## config.mk

```make
export PLATFORM = sky130hd
export DESIGN_NAME = uart_tx_lm
export DESIGN_NICKNAME = d
export VERILOG_FILES = /design/src/rtl/uart_tx_lm_pkg.sv /design/src/rtl/uart_tx_hold_buf.sv /design/src/rtl/uart_tx_frame_build.sv /design/src/rtl/uart_tx_shifter.sv /design/src/rtl/uart_tx_lm.sv
export SDC_FILE = /design/constraint.sdc
export NUM_CORES = 1
export LEC_CHECK = 0
export CORE_MARGIN = 2
export CORE_UTILIZATION = 58
export DETAILED_ROUTE_END_ITERATION = 12
export PLACE_DENSITY_LB_ADDON = 0.15
export SLEW_MARGIN = 20
export SYNTH_ARGS = -nofsm -noshare
export SYNTH_HDL_FRONTEND = slang
export SYNTH_SLANG_ARGS = --single-unit
```

## constraint.sdc

```tcl
create_clock -name clk_i -period 2.9 [get_ports clk_i]
set_input_delay 0.29 -clock clk_i [delete_from_list [all_inputs] [get_ports clk_i]]
set_output_delay 0.29 -clock clk_i [all_outputs]
set_load 0.01 [all_outputs]
```

## src/rtl/uart_tx_lm_pkg.sv

```systemverilog
package uart_tx_lm_pkg;
  typedef enum logic [1:0] {
    MODE_NORMAL = 2'b00,
    MODE_BREAK  = 2'b01,
    MODE_ECHO   = 2'b10,
    MODE_LOOP   = 2'b11
  } line_mode_e;

  localparam logic [1:0] PAR_EVEN = 2'b01;
  localparam logic [1:0] PAR_ODD  = 2'b10;

  typedef enum logic [1:0] {
    ST_IDLE = 2'b00,
    ST_LEAD = 2'b01,
    ST_SEND = 2'b10
  } shift_state_e;
endpackage

```

## src/rtl/uart_tx_hold_buf.sv

```systemverilog
module uart_tx_hold_buf #(
  parameter int DATA_W = 8
) (
  input  logic              clk_i,
  input  logic              rst_ni,
  input  logic              wr_i,
  input  logic [DATA_W-1:0] data_i,
  input  logic              take_i,
  output logic [DATA_W-1:0] data_o,
  output logic              full_o
);
  always_ff @(posedge clk_i or negedge rst_ni) begin
    if (!rst_ni) begin
      full_o <= 1'b0;
      data_o <= '0;
    end else if (wr_i) begin
      full_o <= 1'b1;
      data_o <= data_i;
    end else if (take_i) begin
      full_o <= 1'b0;
    end
  end

  assert_wr_fills_R9: assert property (@(posedge clk_i) disable iff (!rst_ni)
    wr_i |=> full_o);
  assert_take_empties_R9: assert property (@(posedge clk_i) disable iff (!rst_ni)
    (take_i && !wr_i) |=> !full_o);
endmodule

```

## src/rtl/uart_tx_frame_build.sv

```systemverilog
module uart_tx_frame_build
  import uart_tx_lm_pkg::*;
#(
  parameter int DATA_W  = 8,
  parameter int FRAME_W = DATA_W + 4,
  parameter int CELL_W  = $clog2(FRAME_W + 1)
) (
  input  logic [DATA_W-1:0]  data_i,
  input  logic [1:0]         word_len_i,
  input  logic               stop_sel_i,
  input  logic [1:0]         par_sel_i,
  input  logic               brk_i,
  output logic [FRAME_W-1:0] frame_o,
  output logic [CELL_W-1:0]  ncell_o,
  output logic               half_o
);
  localparam int MIN_W = DATA_W - 3;

  logic [DATA_W-1:0] keep;
  logic [DATA_W:0]   dext;
  logic              par_en, par_bit;

  // one mask bit per data position, active below the selected length
  for (genvar g = 0; g < DATA_W; g++) begin : g_mask
    assign keep[g] = (g < MIN_W + int'(word_len_i));
  end

  assign dext    = {1'b0, data_i & keep};
  assign par_en  = (par_sel_i == PAR_EVEN) || (par_sel_i == PAR_ODD);
  assign par_bit = (par_sel_i == PAR_EVEN) ? ^(data_i & keep) : ~^(data_i & keep);
  assign half_o  = stop_sel_i && (word_len_i == 2'b00);

  always_comb begin
    int dlen;
    dlen    = MIN_W + int'(word_len_i);
    frame_o = '1;
    frame_o[0] = 1'b0;
    for (int i = 0; i <= DATA_W; i++) begin
      if (i < dlen) frame_o[1+i] = dext[i];
      else if (i == dlen && par_en) frame_o[1+i] = par_bit;
    end
    if (brk_i) frame_o = '0;
    ncell_o = CELL_W'(1 + dlen + (par_en ? 1 : 0) + (stop_sel_i ? 2 : 1));
  end
endmodule

```

## src/rtl/uart_tx_shifter.sv

```systemverilog
module uart_tx_shifter
  import uart_tx_lm_pkg::*;
#(
  parameter int TICKS   = 16,
  parameter int LEAD    = 4,
  parameter int HANDOFF = 4,
  parameter int FRAME_W = 12,
  parameter int CELL_W  = $clog2(FRAME_W + 1)
) (
  input  logic               clk_i,
  input  logic               rst_ni,
  input  logic               tick_i,
  input  logic               ready_i,
  input  logic [FRAME_W-1:0] frame_i,
  input  logic [CELL_W-1:0]  ncell_i,
  input  logic               half_i,
  output logic               take_o,
  output logic               bit_o,
  output logic               busy_o
);
  localparam int TW   = $clog2(TICKS);
  localparam int HALF = TICKS / 2;

  shift_state_e       state_q;
  logic [FRAME_W-1:0] frame_q, stg_frame_q;
  logic [CELL_W-1:0]  ncell_q, stg_ncell_q;
  logic               half_q, stg_half_q, pend_q;
  logic [TW-1:0]      tcnt_q, last_t, handoff_t;
  logic               last_cell;

  assign last_cell = (ncell_q == CELL_W'(1));
  assign last_t    = (last_cell && half_q) ? TW'(HALF - 1) : TW'(TICKS - 1);
  assign handoff_t = last_t - TW'(HANDOFF);

  // idle start, or early hand-off inside the final stop cell
  assign take_o = tick_i && ready_i &&
                  ((state_q == ST_IDLE) ||
                   (state_q == ST_SEND && last_cell && tcnt_q == handoff_t && !pend_q));
  assign bit_o  = (state_q == ST_SEND) ? frame_q[0] : 1'b1;
  assign busy_o = (state_q != ST_IDLE);

  always_ff @(posedge clk_i or negedge rst_ni) begin
    if (!rst_ni) begin
      state_q     <= ST_IDLE;
      frame_q     <= '1;
      ncell_q     <= '0;
      half_q      <= 1'b0;
      tcnt_q      <= '0;
      pend_q      <= 1'b0;
      stg_frame_q <= '1;
      stg_ncell_q <= '0;
      stg_half_q  <= 1'b0;
    end else if (tick_i) begin
      case (state_q)
        ST_IDLE: if (take_o) begin
          frame_q <= frame_i;
          ncell_q <= ncell_i;
          half_q  <= half_i;
          tcnt_q  <= '0;
          state_q <= ST_LEAD;
        end
        ST_LEAD: begin
          if (tcnt_q == TW'(LEAD - 1)) begin
            tcnt_q  <= '0;
            state_q <= ST_SEND;
          end else tcnt_q <= tcnt_q + 1'b1;
        end
        ST_SEND: begin
          if (take_o) begin
            pend_q      <= 1'b1;
            stg_frame_q <= frame_i;
            stg_ncell_q <= ncell_i;
            stg_half_q  <= half_i;
          end
          if (tcnt_q == last_t) begin
            tcnt_q <= '0;
            if (last_cell) begin
              if (pend_q) begin
                frame_q <= stg_frame_q;
                ncell_q <= stg_ncell_q;
                half_q  <= stg_half_q;
                pend_q  <= 1'b0;
              end else state_q <= ST_IDLE;
            end else begin
              frame_q <= {1'b1, frame_q[FRAME_W-1:1]};
              ncell_q <= ncell_q - 1'b1;
            end
          end else tcnt_q <= tcnt_q + 1'b1;
        end
        default: state_q <= ST_IDLE;
      endcase
    end
  end

  assert_start_bit_low_R1: assert property (@(posedge clk_i) disable iff (!rst_ni)
    (state_q == ST_LEAD && tick_i && tcnt_q == TW'(LEAD - 1)) |=> !bit_o);
  assert_idle_needs_tick_R9: assert property (@(posedge clk_i) disable iff (!rst_ni)
    (state_q == ST_IDLE && !tick_i) |=> state_q == ST_IDLE);
endmodule

```

## src/rtl/uart_tx_lm.sv

```systemverilog
module uart_tx_lm
  import uart_tx_lm_pkg::*;
#(
  parameter int DATA_W  = 8,
  parameter int TICKS   = 16,
  parameter int LEAD    = 4,
  parameter int HANDOFF = 4
) (
  input  logic              clk_i,
  input  logic              rst_ni,
  input  logic              tick_i,
  input  logic              wr_i,
  input  logic [DATA_W-1:0] wr_data_i,
  input  logic [1:0]        word_len_i,
  input  logic              stop_sel_i,
  input  logic [1:0]        par_sel_i,
  input  logic [1:0]        line_mode_i,
  input  logic              cts_i,
  input  logic              rx_pin_i,
  output logic              tx_o,
  output logic              rx_loop_o,
  output logic              buf_empty_o,
  output logic              tx_done_o
);
  localparam int FRAME_W = DATA_W + 4;
  localparam int CELL_W  = $clog2(FRAME_W + 1);

  logic [DATA_W-1:0]  buf_data;
  logic               buf_full, take, ready, busy, line_bit, half;
  logic [FRAME_W-1:0] frame;
  logic [CELL_W-1:0]  ncell;
  logic               is_loop, is_echo;

  assign is_loop = (line_mode_i == MODE_LOOP);
  assign is_echo = (line_mode_i == MODE_ECHO);
  assign ready   = buf_full && !is_echo && (cts_i || is_loop);

  uart_tx_hold_buf #(.DATA_W(DATA_W)) u_buf (
    .clk_i, .rst_ni, .wr_i, .data_i(wr_data_i), .take_i(take),
    .data_o(buf_data), .full_o(buf_full)
  );

  uart_tx_frame_build #(.DATA_W(DATA_W), .FRAME_W(FRAME_W), .CELL_W(CELL_W)) u_build (
    .data_i(buf_data), .word_len_i, .stop_sel_i, .par_sel_i,
    .brk_i(line_mode_i == MODE_BREAK),
    .frame_o(frame), .ncell_o(ncell), .half_o(half)
  );

  uart_tx_shifter #(.TICKS(TICKS), .LEAD(LEAD), .HANDOFF(HANDOFF),
                    .FRAME_W(FRAME_W), .CELL_W(CELL_W)) u_shift (
    .clk_i, .rst_ni, .tick_i, .ready_i(ready), .frame_i(frame), .ncell_i(ncell),
    .half_i(half), .take_o(take), .bit_o(line_bit), .busy_o(busy)
  );

  assign tx_o        = is_echo ? rx_pin_i : (is_loop ? 1'b1 : line_bit);
  assign rx_loop_o   = is_loop ? line_bit : rx_pin_i;
  assign buf_empty_o = !buf_full;
  assign tx_done_o   = !buf_full && !busy;

  assert_cts_blocks_start_R5: assert property (@(posedge clk_i) disable iff (!rst_ni)
    (!cts_i && !is_loop && !busy) |=> !busy);
  assert_echo_no_start_R7: assert property (@(posedge clk_i) disable iff (!rst_ni)
    (is_echo && !busy) |=> !busy);
  assert_handoff_keeps_busy_R11: assert property (@(posedge clk_i) disable iff (!rst_ni)
    (take && busy) |=> busy);
endmodule

```

==> flow_summary_export.csv, run 1 <==
group,metric,value,unit
die,die_x,76.1,um
synth,synth_edf_count,0,
synth,synth_fp_nets,367,
timing,drv_slew,0,
global_route,grt_first_pass_wirelength,11500,um
die,io_pins,25,
cells_and_area,fin_util,68.2,%
drt,wl_per_cell,15.3,um
cells_and_area,num_antenna_cells,0,
timing,hold_violations,0,
drt,drt-met1-wl,2930,um
clock_tree,cts_resized,0,
global_route,antenna_found_initial,0,
clock_tree,cts_tree,"built",
clock_tree,clkTransAtPathRegs,0.09,ns
power,powerDensity,827,nW/um^2
critical_path,cp-startpoint,"u_shift.ncell_q[1]$_DFFE_PN0P_",
timing,clock.fmax,386,MHz
place,io_buffers,24,
clock_tree,cts.sinks,49,
drt,drc,0,
synth,seq_area_frac_synth,41.7,%
die,core-area,5070,um^2
timing,layout_setup_ws,0.311,ns
synth,synthCells,326,
critical_path,crit_path_end_kind,"register",
clock_tree,clk_latency,0.31,ns
clock_tree,h-tree-depth,2,
cells_and_area,drive_above_1_share,17.8,%
drt,drt_first_pass_iters,4,
critical_path,endpoint,"u_shift.frame_q[6]$_DFFE_PN1P_",
synth,synth_area,3010,um^2
power,power_leakage,0.00153,uW
drt,met2_length,3260,um
synth,synth.distinct_cells,51,
place,gp_congestion,0.808,
timing,setup_viol,0,
synth,synthArstFlopShare,100,%
clock_tree,clock_path_buffers,2,
drt,ant_nets,0,
drt,post_drt_via_cell_ratio,5.59,
drt,dr_total_vias,2364,
cells_and_area,fin_cells,423,
cells_and_area,area_growth,15.0,%
synth,netlist.area_leader.share,21.6,%
synth,synth.ff_latch_count,49,
timing,setup-tns-final,0,ns
synth,postSynthAreaPerCell,9.24,um^2
clock_tree,ctsHoldBuffers,0,
critical_path,crit_required,3.12,ns
cells_and_area,nets,393,
timing,tightest_slew,0.916,ns
synth,ys_warn_count,0,
drt,dr_wl_met3,208,um
min_path,hold_path.class,"input pin to asynchronous set/reset pin",
synth,ys.flop_type,"dfrtp_1",
die,core.rowCount,26,
synth,ys_top_cells_by_area,"dfrtp_1 (22%), dfstp_2 (20%), nand2_1 (8.8%)",
synth,yosysTopAreaCell,"dfrtp_1",
clock_tree,clockRootBuffer,"clkbuf_8",
critical_path,path_class,"register to register",
place,preCtsSetupSlack,0.102,ns
flow_run,maxCapViolCount,0,
global_route,grt_usage,24.6,%
clock_tree,cts_setup_buffers,0,
timing,rsz0062_at_grt,"no",
critical_path,timing.rr.start,"u_shift.ncell_q[1]$_DFFE_PN0P_",
die,die_height,76.1,um
critical_path,critPathMaxFanout,26,
die,die-area,5790,um^2
drt,routed_wl,6460,um
global_route,grt_overflow_total,0,
timing,finClkSkew,0.00770,ns
drt,routed.top_layer,"met4",
global_route,grt_max_degree,42,
timing,slew_headroom,38.9,%
die,start_util,59.3,%
place,dp.cells,415,
critical_path,reg2reg_to,"u_shift.frame_q[6]$_DFFE_PN1P_",
place,hpwl,4580,um
critical_path,worst-r2r-setup-slack,0.31,ns
global_route,grt_pass1_vias,2423,
timing,period_minus_slack,2.59,ns
critical_path,crit_arrival,2.81,ns
drt,drt_iter0_drc,167,
status,status,"complete, no violations",
power,max-vdd-ir-drop,0.390,mV
critical_path,ff2ff_path_depth,8,
timing,fin_crit_sh,89.3,%
clock_tree,cts_buffers,5,
critical_path,worstSetupStartpointType,"register",
[per-stage QoR]
stage	area (um^2)	total power [uW]	hold slack, ns
CTS	3460	2860	0.159
floorplan	3010	2000	-0.00559
detailed placement	3330	2280	0.463
global route	3460	3080	0.199
global placement	3330	2240	0.453
finish	3460	2860	0.105
[placed cells by master (no fill, tap or decap), types with 3 or more instances in the layout]
cell,n
nand2b_1,4
and3_1,4
inv_1,16
a21oi_1,15
o31ai_1,7
buf_4,12
xnor2_1,10
mux2i_1,6
a21o_1,4
mux2_2,11
nor3_1,4
dfrtp_1,26
o21ai_0,20
o21ai_1,7
dfstp_2,23
o211ai_1,5
ha_1,18
clkdlybuf4s50_1,23
nor2b_1,4
nor2_1,15
clkbuf_8,5
and2_1,3
nand2_1,71
[worst min path at each step]
| stage | from | end | slack, ns | cells after the start |
|---|---|---|---|---|
| after floorplan | rst_ni | u_buf.data_o[0]$_DFFE_PN0P_ | -0.006 | 0 |
| after global placement | u_shift.frame_q[3]$_DFFE_PN1P_ | u_shift.frame_q[3]$_DFFE_PN1P_ | 0.45 | 2 |
| after detailed placement | u_shift.frame_q[5]$_DFFE_PN1P_ | u_shift.frame_q[5]$_DFFE_PN1P_ | 0.46 | 2 |
| after CTS | rst_ni | u_shift.tcnt_q[2]$_DFFE_PN0P_ | 0.16 | 1 |
| after global routing | rst_ni | u_shift.ncell_q[1]$_DFFE_PN0P_ | 0.20 | 1 |
| final | rst_ni | u_shift.tcnt_q[1]$_DFFE_PN0P_ | 0.10 | 1 |
[critical path, stage by stage (launching register included)]
cell,delay [ns]
dfrtp_1,0.40
inv_1,0.09
ha_1,0.21
and4bb_1,0.23
xnor2_1,0.18
or4b_4,0.59
a21o_1,0.24
buf_4,0.24
o41ai_2,0.32
[state kept, by name (all words and copies together) (netlist names)]
| name | count |
|---|---|
| u_shift.frame_q | 12 |
| u_shift.stg_half_q | 1 |
| u_shift.pend_q | 1 |
| u_shift.tcnt_q | 4 |
| u_shift.half_q | 1 |
| u_shift.ncell_q | 4 |
| u_shift.state_q | 2 |
| u_buf.full_o | 1 |
| u_buf.data_o | 8 |
| u_shift.stg_ncell_q | 4 |
| u_shift.stg_frame_q | 11 |
[power by group]
part	internal, uW	switching [uW]	total [uW]	leakage (uW)
sequential	1010	183	1190	0.000561
clock	343	238	580	0.0000681
combinational	499	589	1090	0.000901
[cell families after synthesis]
kind of cell               after synthesis  share of synthesized area [%]
muxes                                   17                           6.11
and+or+nand+nor                        119                           18.4
xor gates and xnor gates                12                           3.49
buffers and inverters                   33                           5.19
AOI/OAI and AO/OA                       76                           16.4
adders and majority gates               20                           8.81
DFF                                     49                           41.7
[synth_stat cells, types with 5 or more instances]
library cell	n
nand2_1	71
dfstp_2	23
buf_2	5
mux2i_1	6
o21ai_0	20
o211ai_1	5
ha_1	18
clkbuf_1	8
xnor2_1	10
inv_1	16
o31ai_1	7
o21ai_1	7
mux2_2	11
a21oi_1	15
dfrtp_1	26
nor2_1	15
[area by class of cell]
class / count / area (um^2)
clock inverter: 3 / 65.1
fill: 418 / 1610
multi-input combinational: 244 / 1600
sequential: 49 / 1250
clock buffer: 5 / 68.8
tap: 70 / 87.6
timing repair buffer: 36 / 325
inverter: 16 / 60.1
[metal layers]
metal  vias to the layer above  global-route usage (%)
li1                       1166                       -
met1                      1150                    31.2
met2                        40                    43.5
met3                         8                    4.38
met4                         0                    6.91
met5                         -                       0
Power figures use the tool's default switching activity.
==> run 2: changes to the inputs <==
--- a/config.mk
+++ b/config.mk
@@ -10,2 +10,3 @@
 export DETAILED_ROUTE_END_ITERATION = 12
+export MAX_ROUTING_LAYER = met4
 export PLACE_DENSITY_LB_ADDON = 0.15
==> constraint.sdc (replaced) <==
create_clock -name clk_i -period 2.9 [get_ports clk_i]
set_input_delay 0.435 -clock clk_i [delete_from_list [all_inputs] [get_ports clk_i]]
set_output_delay 0.435 -clock clk_i [all_outputs]
set_load 0.01 [all_outputs]
==> run 2 against run 1 <==
Against the previous run:
- total power decreased by 6.8%
- clock skew is 0.0064 ns higher
- clock power is 32% lower
- fmax rose by 1.1%
- largest cell class unchanged
- highest routed layer unchanged
==> flow_summary_export.csv, run 2 (same netlist as run 1, synthesis figures left out) <==
group,metric,value,unit
status,status,"complete, no violations",
clock_tree,cts_buffers,5,
clock_tree,cts_setup_buffers,0,
cells_and_area,num_antenna_cells,0,
critical_path,path_cells,"clkdlybuf4s50_1, inv_1, fa_1, inv_1, ha_1, a21o_1, a211oi_1, a31oi_1, nand2b_1, a21oi_1, a211o_1",
critical_path,ff2ff_path_depth,7,
timing,slew_headroom,37.9,%
cells_and_area,largest_register,"u_shift.frame_q",
global_route,grt_first_pass_wirelength,10700,um
critical_path,worst-r2r-setup-slack,0.36,ns
place,gp_congestion,0.785,
clock_tree,clk_latency,0.31,ns
timing,finClkSkew,0.0141,ns
drt,drc,0,
critical_path,crit_path_end_kind,"register",
place,io_buffers,24,
drt,dr_total_vias,2338,
global_route,antenna_found_initial,0,
clock_tree,clock_path_buffers,2,
drt,drt_first_pass_iters,4,
critical_path,crit_arrival,2.76,ns
global_route,grt_overflow_total,0,
power,switching_share,36.5,%
critical_path,critPathMostFrequentCell,"inv_1",
global_route,grt_max_degree,43,
critical_path,cp.buffers_inverters,3,
drt,routed_wl,5970,um
clock_tree,clockRootBuffer,"clkbuf_8",
clock_tree,cts_tree,"built",
clock_tree,cts.sinks,49,
die,die_height,76.1,um
critical_path,reg2reg_to,"u_shift.frame_q[6]$_DFFE_PN1P_",
critical_path,critPathMaxFanout,3,
drt,ant_nets,0,
clock_tree,h-tree-depth,2,
drt,post_drt_via_cell_ratio,5.48,
timing,hold_violations,0,
cells_and_area,largest_reg_flops,12,
cells_and_area,nets,397,
power,powerDensity,775,nW/um^2
cells_and_area,final_common_cell,"nand2_1",
place,hpwl,4390,um
timing,period_minus_slack,2.56,ns
critical_path,crit_required,3.10,ns
drt,drt_iter0_drc,132,
power,combPwrFrac,41.0,%
critical_path,timing.rr.start,"u_shift.ncell_q[0]$_DFFE_PN0P_",
timing,rsz0062_at_grt,"no",
die,core-area,5070,um^2
die,die-area,5790,um^2
power,seqPwrFrac,44.3,%
clock_tree,cts_resized,0,
die,io_pins,25,
timing,setup_viol,0,
power,power_leakage,0.00152,uW
power,p_sw,973,uW
cells_and_area,area_growth,14.2,%
timing,setup-tns-final,0,ns
global_route,grt_pass1_vias,2257,
critical_path,cp-startpoint,"stop_sel_i",
power,p_int,1690,uW
critical_path,critPathSlowestCell,"clkdlybuf4s50_1",
cells_and_area,drive_above_1_share,18.2,%
cells_and_area,final_cell_mix,"nand2_1 (71), dfrtp_1 (26), clkdlybuf4s50_1 (23), dfstp_2 (23), o21ai_0 (20)",
die,die_x,76.1,um
timing,clock.fmax,391,MHz
clock_tree,clkTransAtPathRegs,0.09,ns
power,max-vdd-ir-drop,0.382,mV
cells_and_area,fillCellCount,423,
timing,fin_crit_sh,88.3,%
min_path,hold_path.class,"input pin to asynchronous set/reset pin",
die,start_util,59.3,%
power,power,2670,uW
global_route,grt_usage,23.6,%
flow_run,maxCapViolCount,0,
critical_path,path_delay_family,"compound AO/OA/AOI/OAI gates",
timing,tightest_slew,0.931,ns
critical_path,worstSetupStartpointType,"input pin",
cells_and_area,largestRegisters,"u_shift.frame_q (12), u_shift.stg_frame_q (11), u_buf.data_o (8)",
clock_tree,ctsHoldBuffers,0,
die,core.rowCount,26,
critical_path,slowest_delay,0.52,ns
critical_path,path_class,"input pin to register",
drt,wl_per_cell,14.0,um
timing,drv_slew,0,
power,power_frac_clock,14.7,%
[run 2: area by class of cell]
class | instances | area [um^2] | area share [%]
clock buffer | 7 | 76.3 | 2.22
clock inverter | 1 | 5.00 | 0.146
inverter | 16 | 60.1 | 1.75
multi-input combinational | 244 | 1600 | 46.5
sequential | 49 | 1250 | 36.5
tap | 70 | 87.6 | 2.55
timing repair buffer | 40 | 355 | 10.3
[run 2: per-layer routing]
metal | vias to the layer above | global-route usage (%) | share of wire [%]
li1 | 1179 | - | -
met4 | 0 | 5.45 | 1.0
met5 | - | - | 0
met2 | 44 | 37.8 | 47
met3 | 6 | 4.74 | 3.4
met1 | 1109 | 31.6 | 49
[run 2: worst max-delay path by stage]
stage	to	slack [ns]	cells after the start
finish	u_shift.ncell_q[3]$_DFFE_PN0P_	0.34	11
global route	u_shift.ncell_q[3]$_DFFE_PN0P_	0.19	11
CTS	u_shift.ncell_q[3]$_DFFE_PN0P_	0.35	11
detailed placement	u_shift.ncell_q[3]$_DFFE_PN0P_	0.009	11
global placement	u_shift.ncell_q[3]$_DFFE_PN0P_	0.08	11
floorplan	u_shift.ncell_q[3]$_DFFE_PN0P_	0.55	10
[run 2: through the flow]
| step | util, % | setup WS (ns) | instances | hold WS, ns | cell area (um^2) |
|---|---|---|---|---|---|
| after floorplan | - | 0.554 | 326 | 0.139 | 3010 |
| after global placement | 66.2 | 0.0828 | 419 | 0.454 | 3360 |
| after detailed placement | 66.2 | 0.00889 | 419 | 0.458 | 3360 |
| after CTS | 67.8 | 0.349 | 427 | 0.298 | 3440 |
| after global routing | 67.8 | 0.190 | 427 | 0.345 | 3440 |
| final | 67.8 | 0.340 | 427 | 0.258 | 3440 |
[run 2: power by group through the flow]
stage,combinational (uW),clock (uW),sequential (uW)
4_1_cts,1100,402,1180
3_3_place_gp,1070,0,1190
5_1_grt,1250,438,1210
3_5_place_dp,1090,0,1190
6_report,1090,392,1180
2_1_floorplan,858,0,1140
[run 2: worst reg2reg max path: stages, from the launching register on]
cell	delay [ns]
dfrtp_1	0.45
ha_1	0.24
and4bb_1	0.21
xnor2_1	0.16
or4b_4	0.58
a21o_1	0.28
buf_4	0.23
o41ai_2	0.30
==> run 3: changes to the inputs <==
Settings changed: REMOVE_ABC_BUFFERS from default to 1.
==> run 3 against run 2 <==
Against the previous run:
- cell count rose by 0.94%
- first-iteration DRC count fell by 12%
- routed wire length fell by 0.47%
- via count down 0.17%
- largest power group unchanged
==> flow_summary_export.csv, run 3 (same netlist as run 1, synthesis figures left out) <==
group,metric,value,unit
timing,setup_viol,0,
timing,setup-tns-final,0,ns
global_route,grt_pass1_vias,2336,
power,power_leakage,0.00155,uW
power,max-vdd-ir-drop,0.430,mV
min_path,hold_path.class,"input pin to asynchronous set/reset pin",
die,core-area,5070,um^2
cells_and_area,seqCellArea,1250,um^2
cells_and_area,num_antenna_cells,0,
clock_tree,clock_path_buffers,2,
drt,dr_total_vias,2334,
timing,fin_crit_sh,89.8,%
die,die_height,76.1,um
global_route,grt_overflow_total,0,
cells_and_area,fillCellCount,438,
critical_path,timing.rr.start,"u_shift.ncell_q[1]$_DFFE_PN0P_",
drt,drc,0,
timing,drv_slew,0,
clock_tree,cts_setup_buffers,0,
power,power,2710,uW
cells_and_area,largestRegisters,"u_shift.frame_q (12), u_shift.stg_frame_q (11), u_buf.data_o (8)",
clock_tree,cts_resized,0,
cells_and_area,final_common_cell,"nand2_1",
clock_tree,clk_latency,0.31,ns
global_route,antenna_found_initial,0,
clock_tree,cts.sinks,49,
critical_path,worst-r2r-setup-slack,0.30,ns
clock_tree,ctsHoldBuffers,0,
clock_tree,cts_buffers,5,
critical_path,crit_path_end_kind,"register",
place,hpwl,4290,um
status,status,"complete, no violations",
timing,hold_violations,0,
cells_and_area,final_cell_mix,"nand2_1 (71), dfrtp_1 (26), clkdlybuf4s50_1 (23), dfstp_2 (23)",
cells_and_area,multiInputGateArea,1600,um^2
cells_and_area,area_growth,15.5,%
timing,slew_headroom,35.5,%
cells_and_area,largest_register,"u_shift.frame_q",
timing,clock.fmax,384,MHz
flow_run,maxCapViolCount,0,
cells_and_area,nets,401,
drt,drt_first_pass_iters,4,
critical_path,crit_arrival,2.80,ns
place,place_area,3390,um^2
timing,tightest_slew,0.968,ns
global_route,grt_max_degree,44,
die,die-area,5790,um^2
timing,rsz0062_at_grt,"no",
die,core.rowCount,26,
die,io_pins,25,
cells_and_area,drive_above_1_share,19.7,%
drt,drt_iter0_drc,116,
clock_tree,cts_tree,"built",
drt,routed_wl,5940,um
critical_path,ff2ff_path_depth,7,
die,die_x,76.1,um
critical_path,crit_required,3.10,ns
critical_path,critPathMaxFanout,24,
power,powerDensity,779,nW/um^2
clock_tree,clockRootBuffer,"clkbuf_8",
critical_path,reg2reg_to,"u_shift.stg_ncell_q[0]$_DFFE_PN0P_",
critical_path,path_class,"register to register",
timing,finClkSkew,0.00496,ns
die,start_util,59.3,%
global_route,grt_usage,22.7,%
timing,period_minus_slack,2.60,ns
clock_tree,h-tree-depth,2,
global_route,grt_first_pass_wirelength,10600,um
critical_path,endpoint,"u_shift.stg_ncell_q[0]$_DFFE_PN0P_",
clock_tree,clkTransAtPathRegs,0.09,ns
drt,ant_nets,0,
cells_and_area,largest_reg_flops,12,
cells_and_area,stdcell_area,3480,um^2
place,io_buffers,24,
drt,post_drt_via_cell_ratio,5.42,
drt,wl_per_cell,13.8,um
critical_path,worstSetupStartpointType,"register",
place,gp_congestion,0.853,
critical_path,cp-startpoint,"u_shift.ncell_q[1]$_DFFE_PN0P_",
run 3: cell count changes in the layout (fill, tap and decap cells not counted):
cell,change
buf_4,+4
clkbuf_1,-2
clkinv_4,+2
run 3: area by class of cell:
type                    count  area share (%)
clock inverters             3           0.647
repair buffers             44            11.1
multi-input cells         244            46.0
well taps                  70            2.52
inverters                  16            1.73
flip-flops and latches     49            36.1
clock buffers               5            1.98
run 3: worst min-delay path by stage:
stage / end / slack (ns)
floorplan: u_buf.data_o[0]$_DFFE_PN0P_ / 0.14
global placement: u_shift.frame_q[4]$_DFFE_PN1P_ / 0.45
detailed placement: u_shift.frame_q[3]$_DFFE_PN1P_ / 0.46
CTS: u_buf.data_o[7]$_DFFE_PN0P_ / 0.31
global route: u_buf.data_o[2]$_DFFE_PN0P_ / 0.35
finish: u_shift.tcnt_q[2]$_DFFE_PN0P_ / 0.26
run 3: power by group:
part	total [uW]	internal, uW	switching, uW	leakage [uW]
Clock	416	172	244	0.0000481
Combinational	1120	532	583	0.000939
Sequential	1180	1010	169	0.000561
run 3: critical path: stages (launching register included):
cell      delay (ns)
dfrtp_1         0.41
inv_1           0.10
ha_1            0.17
or3b_2          0.48
nor4_1          0.46
o211ai_1        0.28
buf_4           0.29
mux2_2          0.29
run 3: per-layer routing:
layer / up-vias / GRT usage [%] / part of all wire, %
li1: 1181 / - / -
met1: 1109 / 31.1 / 48
met2: 38 / 35.7 / 47
met3: 6 / 2.96 / 3.1
met4: 0 / 7.09 / 1.1
met5: - / - / 0
run 3: metrics by stage:
stage	hold slack, ns	util (%)	setup WS [ns]	std cells
CTS	0.308	68.6	0.294	431
detailed placement	0.457	66.8	0.0510	423
finish	0.263	68.6	0.296	431
floorplan	0.139	-	0.209	309
global route	0.346	68.6	0.0594	431
global placement	0.451	66.8	0.0947	423
